<file path="src/rtl/fmseq_pkg.sv">
package fmseq_pkg;

  // Phases of one write sequence
  typedef enum logic [2:0] {
    PH_IDLE  = 3'd0,
    PH_INDEX = 3'd1,
    PH_GAP_S = 3'd2,
    PH_VALUE = 3'd3,
    PH_GAP_L = 3'd4
  } seq_ph_t;

  localparam int unsigned BYTE_W = 8;

endpackage

</file>
<file path="src/rtl/fmseq_wait_ctr.sv">
// Down-counter for the dummy-read gaps; reports when the current read is the last.
module fmseq_wait_ctr #(
  parameter int unsigned CW = 6
) (
  input  logic          clk,
  input  logic          rst_n,
  input  logic          load,
  input  logic [CW-1:0] load_val,
  input  logic          dec,
  output logic          last
);

  logic [CW-1:0] cnt_q, cnt_d;
  logic          cnt_en;

  always_comb begin
    cnt_en = load | dec;
    if (load) cnt_d = load_val;
    else      cnt_d = cnt_q - 1'b1;
  end

  always_ff @(posedge clk or negedge rst_n) begin
    if (!rst_n)      cnt_q <= '0;
    else if (cnt_en) cnt_q <= cnt_d;
  end

  assign last = (cnt_q == '0);

endmodule

</file>
<file path="src/rtl/fmseq_ctrl.sv">
// Phase sequencer: index write, short gap, value write, long gap.
module fmseq_ctrl
  import fmseq_pkg::*;
#(
  parameter int unsigned SHORT_WAIT = 6,
  parameter int unsigned LONG_WAIT  = 35,
  parameter int unsigned CW         = 6
) (
  input  logic          clk,
  input  logic          rst_n,
  input  logic          req_valid,
  input  logic          gap_last,
  output seq_ph_t       phase,
  output logic          accept,
  output logic          ctr_load,
  output logic [CW-1:0] ctr_val,
  output logic          ctr_dec,
  output logic          done
);

  localparam logic [CW-1:0] S_LOAD = CW'(SHORT_WAIT - 1);
  localparam logic [CW-1:0] L_LOAD = CW'(LONG_WAIT - 1);

  seq_ph_t ph_q, ph_d;
  logic    done_q, done_d;

  always_comb begin
    ph_d     = ph_q;
    accept   = 1'b0;
    ctr_load = 1'b0;
    ctr_val  = S_LOAD;
    ctr_dec  = 1'b0;
    done_d   = 1'b0;
    unique case (ph_q)
      PH_IDLE: begin
        accept = req_valid;
        if (req_valid) ph_d = PH_INDEX;
      end
      PH_INDEX: begin
        ctr_load = 1'b1;
        ctr_val  = S_LOAD;
        ph_d     = PH_GAP_S;
      end
      PH_GAP_S: begin
        ctr_dec = 1'b1;
        if (gap_last) ph_d = PH_VALUE;
      end
      PH_VALUE: begin
        ctr_load = 1'b1;
        ctr_val  = L_LOAD;
        ph_d     = PH_GAP_L;
      end
      PH_GAP_L: begin
        ctr_dec = 1'b1;
        if (gap_last) begin
          ph_d   = PH_IDLE;
          done_d = 1'b1;
        end
      end
      default: ph_d = PH_IDLE;
    endcase
  end

  always_ff @(posedge clk or negedge rst_n) begin
    if (!rst_n) begin
      ph_q   <= PH_IDLE;
      done_q <= 1'b0;
    end else begin
      ph_q   <= ph_d;
      done_q <= done_d;
    end
  end

  assign phase = ph_q;
  assign done  = done_q;

endmodule

</file>
<file path="src/rtl/fmseq_bus_drv.sv">
// Captures the payload on acceptance and decodes the bus strobes from the phase.
module fmseq_bus_drv
  import fmseq_pkg::*;
(
  input  logic              clk,
  input  logic              rst_n,
  input  seq_ph_t           phase,
  input  logic              accept,
  input  logic [BYTE_W-1:0] req_reg,
  input  logic [BYTE_W-1:0] req_val,
  output logic              bus_cs,
  output logic              bus_a0,
  output logic              bus_wr,
  output logic              bus_rd,
  output logic [BYTE_W-1:0] bus_dout
);

  logic [BYTE_W-1:0] idx_q, val_q;

  always_ff @(posedge clk or negedge rst_n) begin
    if (!rst_n) begin
      idx_q <= '0;
      val_q <= '0;
    end else if (accept) begin
      idx_q <= req_reg;
      val_q <= req_val;
    end
  end

  always_comb begin
    bus_wr   = (phase == PH_INDEX) || (phase == PH_VALUE);
    bus_rd   = (phase == PH_GAP_S) || (phase == PH_GAP_L);
    bus_a0   = (phase == PH_VALUE);
    bus_cs   = bus_wr | bus_rd;
    bus_dout = '0;
    if (phase == PH_INDEX)      bus_dout = idx_q;
    else if (phase == PH_VALUE) bus_dout = val_q;
  end

endmodule

</file>
<file path="src/rtl/fmbus_write_seq.sv">
// Two-phase FM chip bus writer with settling gaps filled by status reads.
module fmbus_write_seq
  import fmseq_pkg::*;
#(
  parameter int unsigned SHORT_WAIT = 6,   // reads after index write
  parameter int unsigned LONG_WAIT  = 35   // reads after value write
) (
  input  logic       clk,
  input  logic       rst_n,
  input  logic       req_valid,
  output logic       req_ready,
  input  logic [7:0] req_reg,
  input  logic [7:0] req_val,
  output logic       busy,
  output logic       done,
  output logic       bus_cs,
  output logic       bus_a0,
  output logic       bus_wr,
  output logic       bus_rd,
  output logic [7:0] bus_dout
);

  localparam int unsigned MAXW = (SHORT_WAIT > LONG_WAIT) ? SHORT_WAIT : LONG_WAIT;
  localparam int unsigned CW   = (MAXW > 1) ? $clog2(MAXW) : 1;

  seq_ph_t       phase;
  logic          accept, ctr_load, ctr_dec, gap_last;
  logic [CW-1:0] ctr_val;

  fmseq_ctrl #(
    .SHORT_WAIT(SHORT_WAIT),
    .LONG_WAIT (LONG_WAIT),
    .CW        (CW)
  ) u_ctrl (
    .clk      (clk),
    .rst_n    (rst_n),
    .req_valid(req_valid),
    .gap_last (gap_last),
    .phase    (phase),
    .accept   (accept),
    .ctr_load (ctr_load),
    .ctr_val  (ctr_val),
    .ctr_dec  (ctr_dec),
    .done     (done)
  );

  fmseq_wait_ctr #(.CW(CW)) u_ctr (
    .clk     (clk),
    .rst_n   (rst_n),
    .load    (ctr_load),
    .load_val(ctr_val),
    .dec     (ctr_dec),
    .last    (gap_last)
  );

  fmseq_bus_drv u_drv (
    .clk     (clk),
    .rst_n   (rst_n),
    .phase   (phase),
    .accept  (accept),
    .req_reg (req_reg),
    .req_val (req_val),
    .bus_cs  (bus_cs),
    .bus_a0  (bus_a0),
    .bus_wr  (bus_wr),
    .bus_rd  (bus_rd),
    .bus_dout(bus_dout)
  );

  // ready only in the idle phase
  assign req_ready = (phase == PH_IDLE);
  assign busy      = ~req_ready;

endmodule

</file>
<file path="config.mk">
export PLATFORM = sky130hd
export DESIGN_NAME = fmbus_write_seq
export DESIGN_NICKNAME = d
export VERILOG_FILES = /design/src/rtl/fmseq_pkg.sv /design/src/rtl/fmseq_wait_ctr.sv /design/src/rtl/fmseq_ctrl.sv /design/src/rtl/fmseq_bus_drv.sv /design/src/rtl/fmbus_write_seq.sv
export SDC_FILE = /design/constraint.sdc
export NUM_CORES = 1
export LEC_CHECK = 0
export CORE_MARGIN = 3
export CORE_UTILIZATION = 30
export DETAILED_ROUTE_END_ITERATION = 10
export PLACE_DENSITY_LB_ADDON = 0.3
export REMOVE_ABC_BUFFERS = 1
export SLEW_MARGIN = 15
export SYNTH_ARGS = -nofsm -noshare
export SYNTH_HDL_FRONTEND = slang
export SYNTH_SLANG_ARGS = --single-unit
</file>
<file path="constraint.sdc">
create_clock -name clk -period 2.4 [get_ports clk]
set_input_delay 0.24 -clock clk [delete_from_list [all_inputs] [get_ports clk]]
set_output_delay 0.24 -clock clk [all_outputs]
set_load 0.01 [all_outputs]
</file>
# == Yosys cells after proc, flatten, opt, wreduce, memory -nomap -nowiden ==
# Index checks and enable logic that the tools add are counted.
# word_totals
ff_bits,26
latch_bits,0
ram_bits,0
romBits,0
output_inout_bits,15
elab_cells,36
mem_count,0
# classes
addsub,1
mul,0
n_div,0
magnitude_cmp,0
eq_ne,7
shift,0
muxes,13
bitwise,3
n_reduce_logical,7
# op_table
op,n
$mux W8,2
$pmux W3 S5,1
$mux W6,2
$mux W3,3
$eq A3 B2 Y1 const B,2
$logic_not A6 Y1,1
$ne A2 B2 Y1 const B,3
$sub A6 B1 Y6 const B,1
$mux W1,5
$reduce_or A2 Y1,2
$eq A3 B1 Y1 const B,1
$eq A3 B3 Y1 const B,1
$logic_not A3 Y1,1
$reduce_and A3 Y1,1
$logic_or A1 B1 Y1,2
$or A1 B1 Y1,2
$not A1 Y1,1

# == Longest topological paths before layout ==
# Gate-level depths: netlist of run 1.
# depth
ltp_word,4
depth_mapped,8
depth_no_buf,5

# == Modules after synthesis ==
# A second synthesis of run 1 with hierarchy kept.
# unflattened
hier_cells,127
area_unflattened_um2,1433.9
# by_module_without_submodules
mod,n_inst,cells_each,area_each_um2,seq_area_each_um2
fmseq_bus_drv,1,60,814.5,400.4
fmseq_wait_ctr,1,38,346.6,150.1
fmseq_ctrl,1,27,261.5,100.1
fmbus_write_seq,1,2,11.3,0.0

# == Worst setup path before layout of run 1 ==
# No wires, ideal clock.
# synth_timing
path_type,reg-to-reg
start,register u_ctrl.ph_q[2] (netlist: u_ctrl.phase[2])
end,register u_drv.idx_q[1]
setup_time_ns,0.125
t_arrival_ns,1.515
path_slack_ns,0.760
path_stages_with_launch,9
path_buffers,3
synth_period_minus_slack_ns,1.640
path_cell_list,dfrtp_1 buf_4 nor2_2 nand2_2 inv_1 and2_1 buf_6 buf_6 mux2_4
# synth_between
elab_chain_cells,2
# synth_rtl
element,line_no,rtl
"start, declared",fmseq_ctrl.sv:24,"seq_ph_t ph_q, ph_d;"
"start signal, assigned",fmseq_ctrl.sv:69,ph_q <= ph_d;
$logic_not A3 Y1,n/a,
net req_ready,fmbus_write_seq.sv:11,"output logic req_ready,"
$mux W1,fmseq_ctrl.sv:34,unique case (ph_q)
"end signal, assigned",fmseq_bus_drv.sv:25,idx_q <= req_reg;
"end, declared",fmseq_bus_drv.sv:18,"logic [BYTE_W-1:0] idx_q, val_q;"
# The timed path passes the listed nets, and every way through them passes these cells.
# A chain may end at the register's enable or synchronous reset.

# == Final worst setup path of run 1 ==
# layout_timing
start,register u_ctrl.ph_q[0] (netlist: u_ctrl.phase[0])
end,output bus_a0
# layout_between
elab_chain_cells,1
# layout_rtl
element,line_no,rtl
$eq A3 B2 Y1,fmseq_bus_drv.sv:33,bus_a0 = (phase == PH_VALUE);
"end, declared",fmbus_write_seq.sv:17,"output logic bus_a0,"
# Every way passes these cells.

==> Flow_metrics.wiki, run 1 <==
{| class="wikitable"
! Metric !! Value
|-
| Status || completed
|-
| Top fanout value on the critical path || 15
|-
| Final std cells w/o fill || 212
|-
| Transition time of the tightest slew-check pin || 0.436 ns
|-
| Critical R2R Capture || u_drv.val_q[6]$_DFFE_PN0P_
|-
| Commonest non-fill, non-tap cell in the layout || clkdlybuf4s50_1
|-
| Final-report hold violation count || 0
|-
| DRT antenna net count || 0
|-
| DRC violation count after routing || 0
|-
| Rel. slew slack || 70.7%
|-
| I/O Pins || 34
|-
| Number of levels the H-tree was split into || 1
|-
| Distinct cell type count of the synthesized netlist || 38
|-
| First-pass iteration count of the detailed router || 4
|-
| Die Area || 5620 um^2
|-
| Count of flip-flops with a built-in enable after synthesis || 0
|-
| TritonCTS clock tree || built
|-
| Post-synthesis to final-layout area growth || 31.6%
|-
| TritonCTS Sinks || 26
|-
| Die extent in x || 75.0 um
|-
| Clk root buf || clkbuf_8
|-
| Final wirelength || 3.00 mm
|-
| Post-synthesis sequential element count || 26
|-
| Y dimension of the die || 75.0 um
|-
| Vias post-DR || 1075
|-
| Share of the cycle needed by the critical path after routing || 89.7%
|-
| Initial standard-cell utilization of the core || 31.9%
|-
| Maximum number of buffers from clock root to sink || 2
|-
| Antenna violations before repair || 0
|-
| Share of synthesized registers carrying an async set or reset || 100%
|-
| Synthesized cell area || 1430 um^2
|-
| Final clock skew || 0.00203 ns
|-
| Floorplan core area || 4470 um^2
|-
| Clock slew at the register clock pins of the worst setup and hold paths || 0.09 ns
|-
| Path depth of the worst reg2reg path || 7
|-
| Critical register-to-register path startpoint || u_ctrl.phase[1]$_DFFE_PN0P_
|-
| Path category of the worst min-delay check || input port to asynchronous set/reset pin
|-
| DP Wirelength || 2.16 mm
|-
| Count of hold buffers inserted by post-cts repair || 0
|-
| DR vias/cell || 5.07
|-
| Maximum number of pins on one net before global-route repair || 27
|-
| Global-route congestion overflow total || 0
|-
| Final total negative setup slack || 0 ns
|-
| Worst setup path class || register to output pin
|-
| Part of the Yosys area used for sequential elements || 45.6%
|-
| Setup-failing EPs final || 0
|-
| Achievable Freq || 0.464 GHz
|-
| Stage delay of the slowest cell on the critical path || 0.62 ns
|-
| Highest-count cells in the layout ignoring fill and taps || clkdlybuf4s50_1 (33), dfrtp_1 (26), nor2_1 (13), mux2_4 (10), mux2i_1 (8)
|-
| ANT cells || 0
|-
| Endpoint class of the critical path || output pin
|-
| Minimum period implied by the final worst setup slack || 2.15 ns
|-
| Post-synthesis instance total || 126
|-
| Routed length per placed instance || 14.1 um
|-
| Reg-to-reg slack, setup || 0.54 ns
|-
| Number of pins with negative max-slew slack in the final report || 0
|-
| Startpoint kind of the worst setup timing path || register
|-
| Wire length of the first global-routing pass || 5.15 mm
|-
| Number of global-route vias before repair || 1101
|-
| Layout fillers || 416
|-
| Clock buffers created by TritonCTS || 3
|-
| Required arrival time at the worst endpoint || 2.16 ns
|-
| Average instance area after synthesis || 11.3 um^2
|-
| Violation count after the first detailed-route iteration || 89
|-
| Unrepaired setup endpoints after global routing || no
|-
| FP Rows || 24
|-
| Leakage dissipation || 0.789 nW
|-
| Yosys synthesis warning count || 0
|-
| Flip-flop cell with the highest count after synthesis || dfrtp_1
|-
| Cell-by-cell trace of the critical path || nand2b_2 -> nor2_1 -> clkdlybuf4s50_1
|-
| WP data arrival || 1.91 ns
|-
| Max-cap violation count || 0
|-
| Maximum vdd drop || 0.357 mV
|-
| Max stage delay cell, worst path || dfrtp_1
|-
| Power density of the placed cells || 964 nW/um^2
|-
| Total Routing Usage GR || 11.8%
|-
| Clock latency reported for the late side of the worst-skew pair || 0.27 ns
|-
| Count of input and output buffers || 33
|-
| Routability congestion estimate from global placement || 0.769
|-
| Fraction of layout instances using a drive strength above 1 || 18.8%
|-
| Placed Cells incl. Taps || 208
|-
| Nets || 182
|}
==> power breakdown <==
part,switching (mW),leakage (nW),internal [mW]
registers,0.118,0.319,0.548
clock network,0.140,0.0357,0.223
logic,0.340,0.434,0.441
total,0.598,0.789,1.21
==> worst max-delay path by stage <==
| stage | from | endpoint | slack [ns] | cells after the start |
|---|---|---|---|---|
| after global placement | u_ctrl.phase[0]$_DFFE_PN0P_ | bus_a0 | 0.44 | 3 |
| after global routing | u_ctrl.phase[0]$_DFFE_PN0P_ | bus_a0 | 0.08 | 3 |
| after CTS | u_ctrl.phase[0]$_DFFE_PN0P_ | bus_a0 | 0.04 | 3 |
| final | u_ctrl.phase[0]$_DFFE_PN0P_ | bus_a0 | 0.25 | 3 |
| after floorplan | u_ctrl.phase[1]$_DFFE_PN0P_ | u_drv.idx_q[0]$_DFFE_PN0P_ | 0.31 | 5 |
| after detailed placement | u_ctrl.phase[0]$_DFFE_PN0P_ | bus_a0 | 0.36 | 3 |
==> layer usage <==
layer / track usage [%] / vias up / share of wire, %
met4: 1.78 / 0 / 0.43
met1: 16.6 / 528 / 47
met3: 3.47 / 2 / 5.6
met2: 18.6 / 30 / 47
li1: - / 515 / -
met5: 0 / - / 0
==> state kept, by name (all words and copies together), names as in the netlist <==
signal,count
u_drv.idx_q,8
u_drv.val_q,8
u_ctr.cnt_q,6
u_ctrl.phase,3
u_ctrl.done,1
==> synth_stat cells (all sizes together), types with 2 or more instances <==
| cell type | n | share of area (%) |
|---|---|---|
| nor2 | 14 | 3.9 |
| dfrtp | 26 | 46 |
| a211oi | 3 | 1.6 |
| mux2 | 16 | 15 |
| a21oi | 3 | 1.1 |
| nand2b | 3 | 1.3 |
| mux2i | 8 | 5.6 |
| nand2 | 4 | 1.2 |
| xnor2 | 3 | 1.8 |
| o21a | 2 | 1.1 |
| buf | 7 | 3.7 |
| or4b | 2 | 1.4 |
| nor2b | 2 | 0.88 |
| nor4b | 2 | 1.2 |
| or4 | 2 | 1.1 |
| ha | 2 | 1.8 |
| o21ai | 5 | 1.8 |
| inv | 6 | 1.6 |
| or3 | 2 | 0.88 |
| o221ai | 2 | 1.2 |
==> area by class of cell <==
cell class	instances	area, um^2	share of cell area (%)
Multi-Input combinational cell	86	699	37.3
Sequential cell	26	651	34.7
Timing Repair Buffer	38	368	19.6
Tap cell	52	65.1	3.47
Clock buffer	3	41.3	2.20
Clock inverter	1	30.0	1.60
Inverter	6	22.5	1.20
==> timing repair <==
| action | 4_1_cts | 5_1_grt |
|---|---|---|
| setup buffers | 0 | 0 |
| gates resized for setup | 0 | 1 |
| endpoints found under the setup margin | 0 | 11 |
==> critical path: cells and delay by family (launching register included) <==
kind	cells	cell delay [ns]
flip-flops	1	0.62
AND/OR/NAND/NOR	2	0.47
buffers and inverters	1	0.56
==> cell families after synthesis <==
| family | after synthesis | share of synthesized area (%) |
|---|---|---|
| adder cells (fa/ha/maj) | 2 | 1.75 |
| AO/OA/AOI/OAI | 19 | 9.21 |
| XOR/XNOR | 3 | 1.84 |
| multiplexers | 24 | 20.9 |
| AND/OR/NAND/NOR | 38 | 15.2 |
| buffers and inverters | 14 | 5.53 |
| flip-flops | 26 | 45.6 |
==> metrics by stage <==
| step | hold WS [ns] | util (%) | power, mW | setup slack [ns] | instance area (um^2) |
|---|---|---|---|---|---|
| final | 0.338 | 41.9 | 1.81 | 0.246 | 1880 |
| after floorplan | -0.0556 | - | 1.16 | 0.310 | 1370 |
| after global routing | 0.353 | 41.9 | 1.94 | 0.0829 | 1880 |
| after detailed placement | 0.497 | 40.3 | 1.45 | 0.355 | 1800 |
| after global placement | 0.492 | 40.3 | 1.44 | 0.437 | 1800 |
| after CTS | 0.347 | 41.9 | 1.83 | 0.0444 | 1870 |
Note: power is estimated with default switching activity, not from simulation.
==> run 2: changes to the inputs <==
--- a/config.mk
+++ b/config.mk
@@ -7,6 +7,7 @@
 export LEC_CHECK = 0
 export CORE_MARGIN = 3
 export CORE_UTILIZATION = 30
+export CTS_BUF_LIST = sky130_fd_sc_hd__clkbuf_4
 export DETAILED_ROUTE_END_ITERATION = 10
 export PLACE_DENSITY_LB_ADDON = 0.3
 export REMOVE_ABC_BUFFERS = 1
==> run 2 against run 1 <==
Compared with the run above: count of clock-buffer cells in the layout is the same; first-iteration DRC count shrank 11%; wire length shrank 0.50%; global-route usage is essentially flat; non-clock buffer count is the same; combinational power is essentially flat; clock skew grew 0.0016 ns; largest power group unchanged; sequential power is essentially flat; highest routed layer unchanged; core utilization shrank 0.39 points.
==> Flow_metrics.wiki, run 2 (same netlist as run 1, synthesis figures left out) <==
{| class="wikitable"
! Metric !! Value
|-
| TritonCTS Sinks || 26 (unchanged)
|-
| First-pass iteration count of the detailed router || 4 (unchanged)
|-
| Final clock skew || 0.00363 ns (+0.00160 ns)
|-
| Endpoint class of the critical path || output pin
|-
| Layout fillers || 416 (unchanged)
|-
| Clk root buf || clkbuf_4
|-
| Total Routing Usage GR || 11.9% (+0.028 points)
|-
| I/O Pins || 34 (unchanged)
|-
| WP data arrival || 1.92 ns (about the same)
|-
| Routability congestion estimate from global placement || 0.769 (unchanged)
|-
| DR vias/cell || 5.08 (about the same)
|-
| Antenna violations before repair || 0 (unchanged)
|-
| Clock buffers created by TritonCTS || 3 (unchanged)
|-
| Max-cap violation count || 0 (unchanged)
|-
| Commonest non-fill, non-tap cell in the layout || clkdlybuf4s50_1
|-
| Setup-failing EPs final || 0 (unchanged)
|-
| Initial standard-cell utilization of the core || 31.9% (unchanged)
|-
| Top fanout value on the critical path || 10 (-5)
|-
| FP Rows || 24 (unchanged)
|-
| Layout Cell Area excl Fill || 1860 um^2 (-0.93%)
|-
| Number of pins with negative max-slew slack in the final report || 0 (unchanged)
|-
| Global-route congestion overflow total || 0 (unchanged)
|-
| Required arrival time at the worst endpoint || 2.16 ns (about the same)
|-
| DRT antenna net count || 0 (unchanged)
|-
| Count of input and output buffers || 33 (unchanged)
|-
| Fraction of layout instances using a drive strength above 1 || 19.4% (+0.63 points)
|-
| Path depth of the worst reg2reg path || 7 (unchanged)
|-
| Clock slew at the register clock pins of the worst setup and hold paths || 0.14 ns (+0.05 ns)
|-
| Leakage dissipation || 0.780 nW (-1.2%)
|-
| Violation count after the first detailed-route iteration || 79 (-11%)
|-
| Die Area || 5620 um^2 (unchanged)
|-
| Wire length of the first global-routing pass || 5.17 mm (+0.27%)
|-
| Final total negative setup slack || 0 ns (unchanged)
|-
| Post-synthesis to final-layout area growth || 30.4%
|-
| Maximum vdd drop || 0.336 mV (-6.0%)
|-
| Unrepaired setup endpoints after global routing || no
|-
| Routed length per placed instance || 14.1 um (-0.50%)
|-
| Highest-count cells in the layout ignoring fill and taps || clkdlybuf4s50_1 (33), dfrtp_1 (25), nor2_1 (13), mux2_4 (10), mux2i_1 (8)
|-
| Achievable Freq || 0.464 GHz (-0.16%)
|-
| Minimum period implied by the final worst setup slack || 2.16 ns (+0.00348 ns)
|-
| Share of the cycle needed by the critical path after routing || 89.9% (+0.14 points)
|-
| Startpoint kind of the worst setup timing path || register
|-
| Maximum number of pins on one net before global-route repair || 27 (unchanged)
|-
| TritonCTS clock tree || built
|-
| Die extent in x || 75.0 um (unchanged)
|-
| DRC violation count after routing || 0 (unchanged)
|-
| Placed standard-cell area || 1800 um^2 (unchanged)
|-
| Vias post-DR || 1076 (+0.093%)
|-
| Worst setup path class || register to output pin
|-
| Rel. slew slack || 70.2% (-0.56 points)
|-
| DP Wirelength || 2.16 mm (unchanged)
|-
| ANT cells || 0 (unchanged)
|-
| Final wirelength || 2.98 mm (-0.50%)
|-
| Transition time of the tightest slew-check pin || 0.444 ns (+0.00830 ns)
|-
| Number of global-route vias before repair || 1103 (+0.18%)
|-
| Power density of the placed cells || 942 nW/um^2 (-2.3%)
|-
| Y dimension of the die || 75.0 um (unchanged)
|-
| Path category of the worst min-delay check || input port to asynchronous set/reset pin
|-
| Maximum number of buffers from clock root to sink || 2 (unchanged)
|-
| Floorplan core area || 4470 um^2 (unchanged)
|-
| Status || completed
|-
| Regs by FF count || u_drv.idx_q (8), u_drv.val_q (8), u_ctr.cnt_q (6)
|-
| Clock latency reported for the late side of the worst-skew pair || 0.32 ns (+0.05 ns)
|-
| Nets || 182 (unchanged)
|-
| Final-report hold violation count || 0 (unchanged)
|-
| Number of levels the H-tree was split into || 1 (unchanged)
|}
run 2: stage by stage:
| stage | hold slack, ns | utilization, % | setup WS (ns) | total power, mW | instances |
|---|---|---|---|---|---|
| after floorplan | -0.0556 | - | 0.310 | 1.16 | 118 |
| after global placement | 0.492 | 40.3 | 0.437 | 1.44 | 208 |
| after detailed placement | 0.497 | 40.3 | 0.355 | 1.45 | 208 |
| after CTS | 0.271 | 41.5 | 0.143 | 1.77 | 212 |
| after global routing | 0.266 | 41.6 | 0.103 | 1.88 | 212 |
| final | 0.266 | 41.6 | 0.243 | 1.75 | 212 |
run 2: area by class of cell:
| type | instances | area [um^2] | share of cell area [%] |
|---|---|---|---|
| clock inverter | 1 | 30.0 | 1.62 |
| timing repair buffer | 38 | 368 | 19.8 |
| inverter | 6 | 22.5 | 1.21 |
| sequential | 26 | 652 | 35.1 |
| tap | 52 | 65.1 | 3.50 |
| clock buffer | 3 | 22.5 | 1.21 |
| multi-input combinational | 86 | 699 | 37.6 |
run 2: what timing repair did:
action | 4_1_cts | 5_1_grt
pin swaps | 0 | 0
hold buffers | 0 | 0
setup buffers | 0 | 0
setup endpoints to repair | 1 | 1
gates resized for setup | 1 | 1
run 2: power breakdown:
part / total [mW] / switching, mW / leakage [nW] / internal (mW)
clock network: 0.305 / 0.136 / 0.0279 / 0.169
registers: 0.666 / 0.118 / 0.317 / 0.548
logic: 0.781 / 0.340 / 0.434 / 0.441
total: 1.75 / 0.594 / 0.780 / 1.16
run 2: critical path, stage by stage (launching register included):
cell,delay (ns)
dfrtp_1,0.52
xnor2_1,0.43
o21ai_0,0.15
clkdlybuf4s50_1,0.50
run 2: worst paths after layout:
check                                            start  slack, ns                     endpoint
hold / removal                                   rst_n       0.27   u_ctr.cnt_q[3]$_DFFE_PN0P_
max in group asynchronous                        rst_n       1.87  u_ctrl.phase[0]$_DFFE_PN0P_
setup reg to reg           u_ctrl.phase[1]$_DFFE_PN0P_       0.54   u_drv.val_q[6]$_DFFE_PN0P_
hold reg to reg             u_drv.idx_q[0]$_DFFE_PN0P_       0.52   u_drv.idx_q[0]$_DFFE_PN0P_
setup / recovery           u_ctrl.phase[1]$_DFFE_PN0P_       0.24                       bus_cs
min in group clk                            req_reg[4]       0.51   u_drv.idx_q[4]$_DFFE_PN0P_
run 2: routing by layer:
layer  track usage [%]  part of all wire [%]
met5                 0                     0
met4              1.78                  0.40
met3              3.47                   6.4
met2              18.6                    46
met1              16.7                    48
==> run 3: changes to the inputs <==
==> constraint.sdc (replaced) <==
create_clock -name clk -period 2.27 [get_ports clk]
set_input_delay 0.227 -clock clk [delete_from_list [all_inputs] [get_ports clk]]
set_output_delay 0.227 -clock clk [all_outputs]
set_load 0.01 [all_outputs]
==> run 3 against run 2 <==
Compared with the run above: first-iteration DRC count decreased by 24%; worst hold slack got worse by 0.026 ns; clock skew increased by 0.0089 ns; highest routed layer is now met3; setup slack got worse by 0.13 ns; combinational power increased by 5.6%; critical path depth unchanged; power increased by 6.0%; final cell count unchanged; count of clock-buffer cells in the layout unchanged.
==> Flow_metrics.wiki, run 3 (same netlist as run 1, synthesis figures left out) <==
{| class="wikitable"
! Metric !! Value
|-
| FP Rows || 24 (unchanged)
|-
| Maximum number of buffers from clock root to sink || 2 (unchanged)
|-
| Vias post-DR || 1064 (-1.1%)
|-
| DP Worst Slack || 0.368 ns (+0.0125 ns)
|-
| Cell-by-cell trace of the critical path || xnor2_1 -> o21ai_0 -> clkdlybuf4s50_1
|-
| TritonCTS Sinks || 26 (unchanged)
|-
| Y dimension of the die || 75.0 um (unchanged)
|-
| Routed length per placed instance || 14.4 um (+2.2%)
|-
| Top cell family by delay on the critical path || flip-flops
|-
| Count of hold buffers inserted by post-cts repair || 0 (unchanged)
|-
| Number of levels the H-tree was split into || 1 (unchanged)
|-
| Fraction of layout instances using a drive strength above 1 || 19.4% (unchanged)
|-
| Antenna violations before repair || 0 (unchanged)
|-
| Crit path depth || 3 (unchanged)
|-
| Required arrival time at the worst endpoint || 2.04 ns (-0.12 ns)
|-
| Global-route congestion overflow total || 0 (unchanged)
|-
| Achievable Freq || 0.463 GHz
|-
| Maximum number of pins on one net before global-route repair || 27 (unchanged)
|-
| Regs by FF count || u_drv.idx_q (8), u_drv.val_q (8), u_ctr.cnt_q (6)
|-
| Grt peak-use layer || met2
|-
| Number of global-route vias before repair || 1045 (-5.3%)
|-
| Nets || 182 (unchanged)
|-
| Wire length of the first global-routing pass || 4.96 mm (-4.0%)
|-
| DRC violation count after routing || 0 (unchanged)
|-
| I/O Pins || 34 (unchanged)
|-
| Met3 usage || 4.27% (+0.80 points)
|-
| Count of input and output buffers || 33 (unchanged)
|-
| Worst path bufs/invs || 1 (unchanged)
|-
| Path category of the worst min-delay check || input port to asynchronous set/reset pin
|-
| Transition time of the tightest slew-check pin || 0.468 ns (+0.0237 ns)
|-
| DR vias/cell || 5.02 (-1.1%)
|-
| Clock buffers created by TritonCTS || 3 (unchanged)
|-
| Final total negative setup slack || 0 ns (unchanged)
|-
| Share of the cycle needed by the critical path after routing || 95.2%
|-
| Number of pins with negative max-slew slack in the final report || 0 (unchanged)
|-
| DRT antenna net count || 0 (unchanged)
|-
| Initial standard-cell utilization of the core || 31.9% (unchanged)
|-
| Violation count after the first detailed-route iteration || 60 (-24%)
|-
| Final clock skew || 0.0126 ns (+0.00893 ns)
|-
| Footprint of the multi-input gates || 699 um^2 (unchanged)
|-
| DP Wirelength || 2.21 mm (+2.4%)
|-
| Clock slew at the register clock pins of the worst setup and hold paths || 0.16 ns (+0.02 ns)
|-
| Total Routing Usage GR || 11.6% (-0.27 points)
|-
| Worst setup path class || register to output pin
|-
| Leakage dissipation || 0.780 nW (about the same)
|-
| Top fanout value on the critical path || 10 (unchanged)
|-
| Die Area || 5620 um^2 (unchanged)
|-
| Stage delay of the slowest cell on the critical path || 0.53 ns (about the same)
|-
| Unrepaired setup endpoints after global routing || no
|-
| Power density of the placed cells || 998 nW/um^2 (+6.0%)
|-
| Floorplan core area || 4470 um^2 (unchanged)
|-
| ANT cells || 0 (unchanged)
|-
| Endpoint class of the critical path || output pin
|-
| Minimum period implied by the final worst setup slack || 2.16 ns
|-
| Clock latency reported for the late side of the worst-skew pair || 0.33 ns (about the same)
|-
| Global routing usage on met1 || 15.5% (-1.2 points)
|-
| Met2 usage in global routing || 18.3% (-0.29 points)
|-
| First-pass iteration count of the detailed router || 4 (unchanged)
|-
| Reg-to-reg slack, setup || 0.46 ns (-0.08 ns)
|-
| Layout fillers || 409 (-1.7%)
|-
| TritonCTS clock tree || built
|-
| Area taken by flip-flops and latches || 652 um^2 (unchanged)
|-
| Status || completed
|-
| Path depth of the worst reg2reg path || 5 (-2)
|-
| Max stage delay cell, worst path || dfrtp_2
|-
| Post-synthesis to final-layout area growth || 30.4% (unchanged)
|-
| Commonest non-fill, non-tap cell in the layout || clkdlybuf4s50_1
|-
| Max-cap violation count || 0 (unchanged)
|-
| Setup-failing EPs final || 0 (unchanged)
|-
| Clk root buf || clkbuf_4
|-
| Final-report hold violation count || 0 (unchanged)
|-
| Maximum vdd drop || 0.533 mV (+59%)
|-
| WP data arrival || 1.93 ns (about the same)
|-
| Routability congestion estimate from global placement || 0.865 (+12%)
|-
| Startpoint kind of the worst setup timing path || register
|-
| Final wirelength || 3.05 mm (+2.2%)
|-
| Highest-count cells in the layout ignoring fill and taps || clkdlybuf4s50_1 (33), dfrtp_1 (25), nor2_1 (13), mux2_4 (10), mux2i_1 (8)
|-
| Rel. slew slack || 68.6% (-1.6 points)
|-
| Die extent in x || 75.0 um (unchanged)
|-
| Post-route setup slack || 0.110 ns (-0.133 ns)
|}
-- run 3: cell counts in the layout (fill, tap and decap cells not counted) --
Identical to the previous run, type by type.
-- run 3: final timing paths --
| check | from | end |
|---|---|---|
| min reg2reg | u_drv.val_q[5]$_DFFE_PN0P_ | u_drv.val_q[5]$_DFFE_PN0P_ |
| min | rst_n | u_ctr.cnt_q[4]$_DFFE_PN0P_ |
| max | u_ctrl.phase[1]$_DFFE_PN0P_ | bus_cs |
| max in group asynchronous | rst_n | u_ctrl.phase[1]$_DFFE_PN0P_ |
| min in group clk | req_val[7] | u_drv.val_q[7]$_DFFE_PN0P_ |
| max reg2reg | u_ctr.cnt_q[0]$_DFFE_PN0P_ | u_ctr.cnt_q[4]$_DFFE_PN0P_ |
-- run 3: where the power goes --
group	leakage, nW	internal (mW)	switching (mW)
clock	0.0279	0.179	0.150
sequential	0.318	0.580	0.122
combinational	0.434	0.463	0.363
-- run 3: cell type report --
type / instances / area share [%]
clock buffers: 3 / 1.21
clock inverters: 1 / 1.62
inverters: 6 / 1.21
multi-input cells: 86 / 37.6
flip-flops and latches: 26 / 35.1
well taps: 52 / 3.50
repair buffers: 38 / 19.8
-- run 3: repair_timing --
item                       in CTS  in global routing
setup endpoints to repair       1                  8
cloned                          0                  0
gates resized for setup         1                  1
setup buffers                   0                  0
-- run 3: through the flow --
step	total power, mW	std cells	hold slack [ns]	area [um^2]	utilization, %
2_1_floorplan	1.22	118	-0.0686	1370	-
3_3_place_gp	1.51	208	0.491	1800	40.3
3_5_place_dp	1.54	208	0.496	1800	40.3
4_1_cts	1.88	212	0.245	1860	41.5
5_1_grt	1.99	212	0.265	1860	41.6
6_report	1.86	212	0.240	1860	41.6
-- run 3: worst register-to-register path, cell delays in order, from the launching register on --
cell     delay (ns)
dfrtp_1        0.48
inv_1          0.15
ha_1           0.20
or4b_1         0.46
or3_1          0.32
a21oi_1        0.14
-- run 3: per-layer routing --
metal | share of wire (%) | routed length [um] | up-vias
met2 | 46 | 1390 | 35
met3 | 6.6 | 202 | 0
met1 | 48 | 1460 | 517
li1 | - | - | 512
met4 | 0 | 0 | 0
met5 | 0 | 0 | -
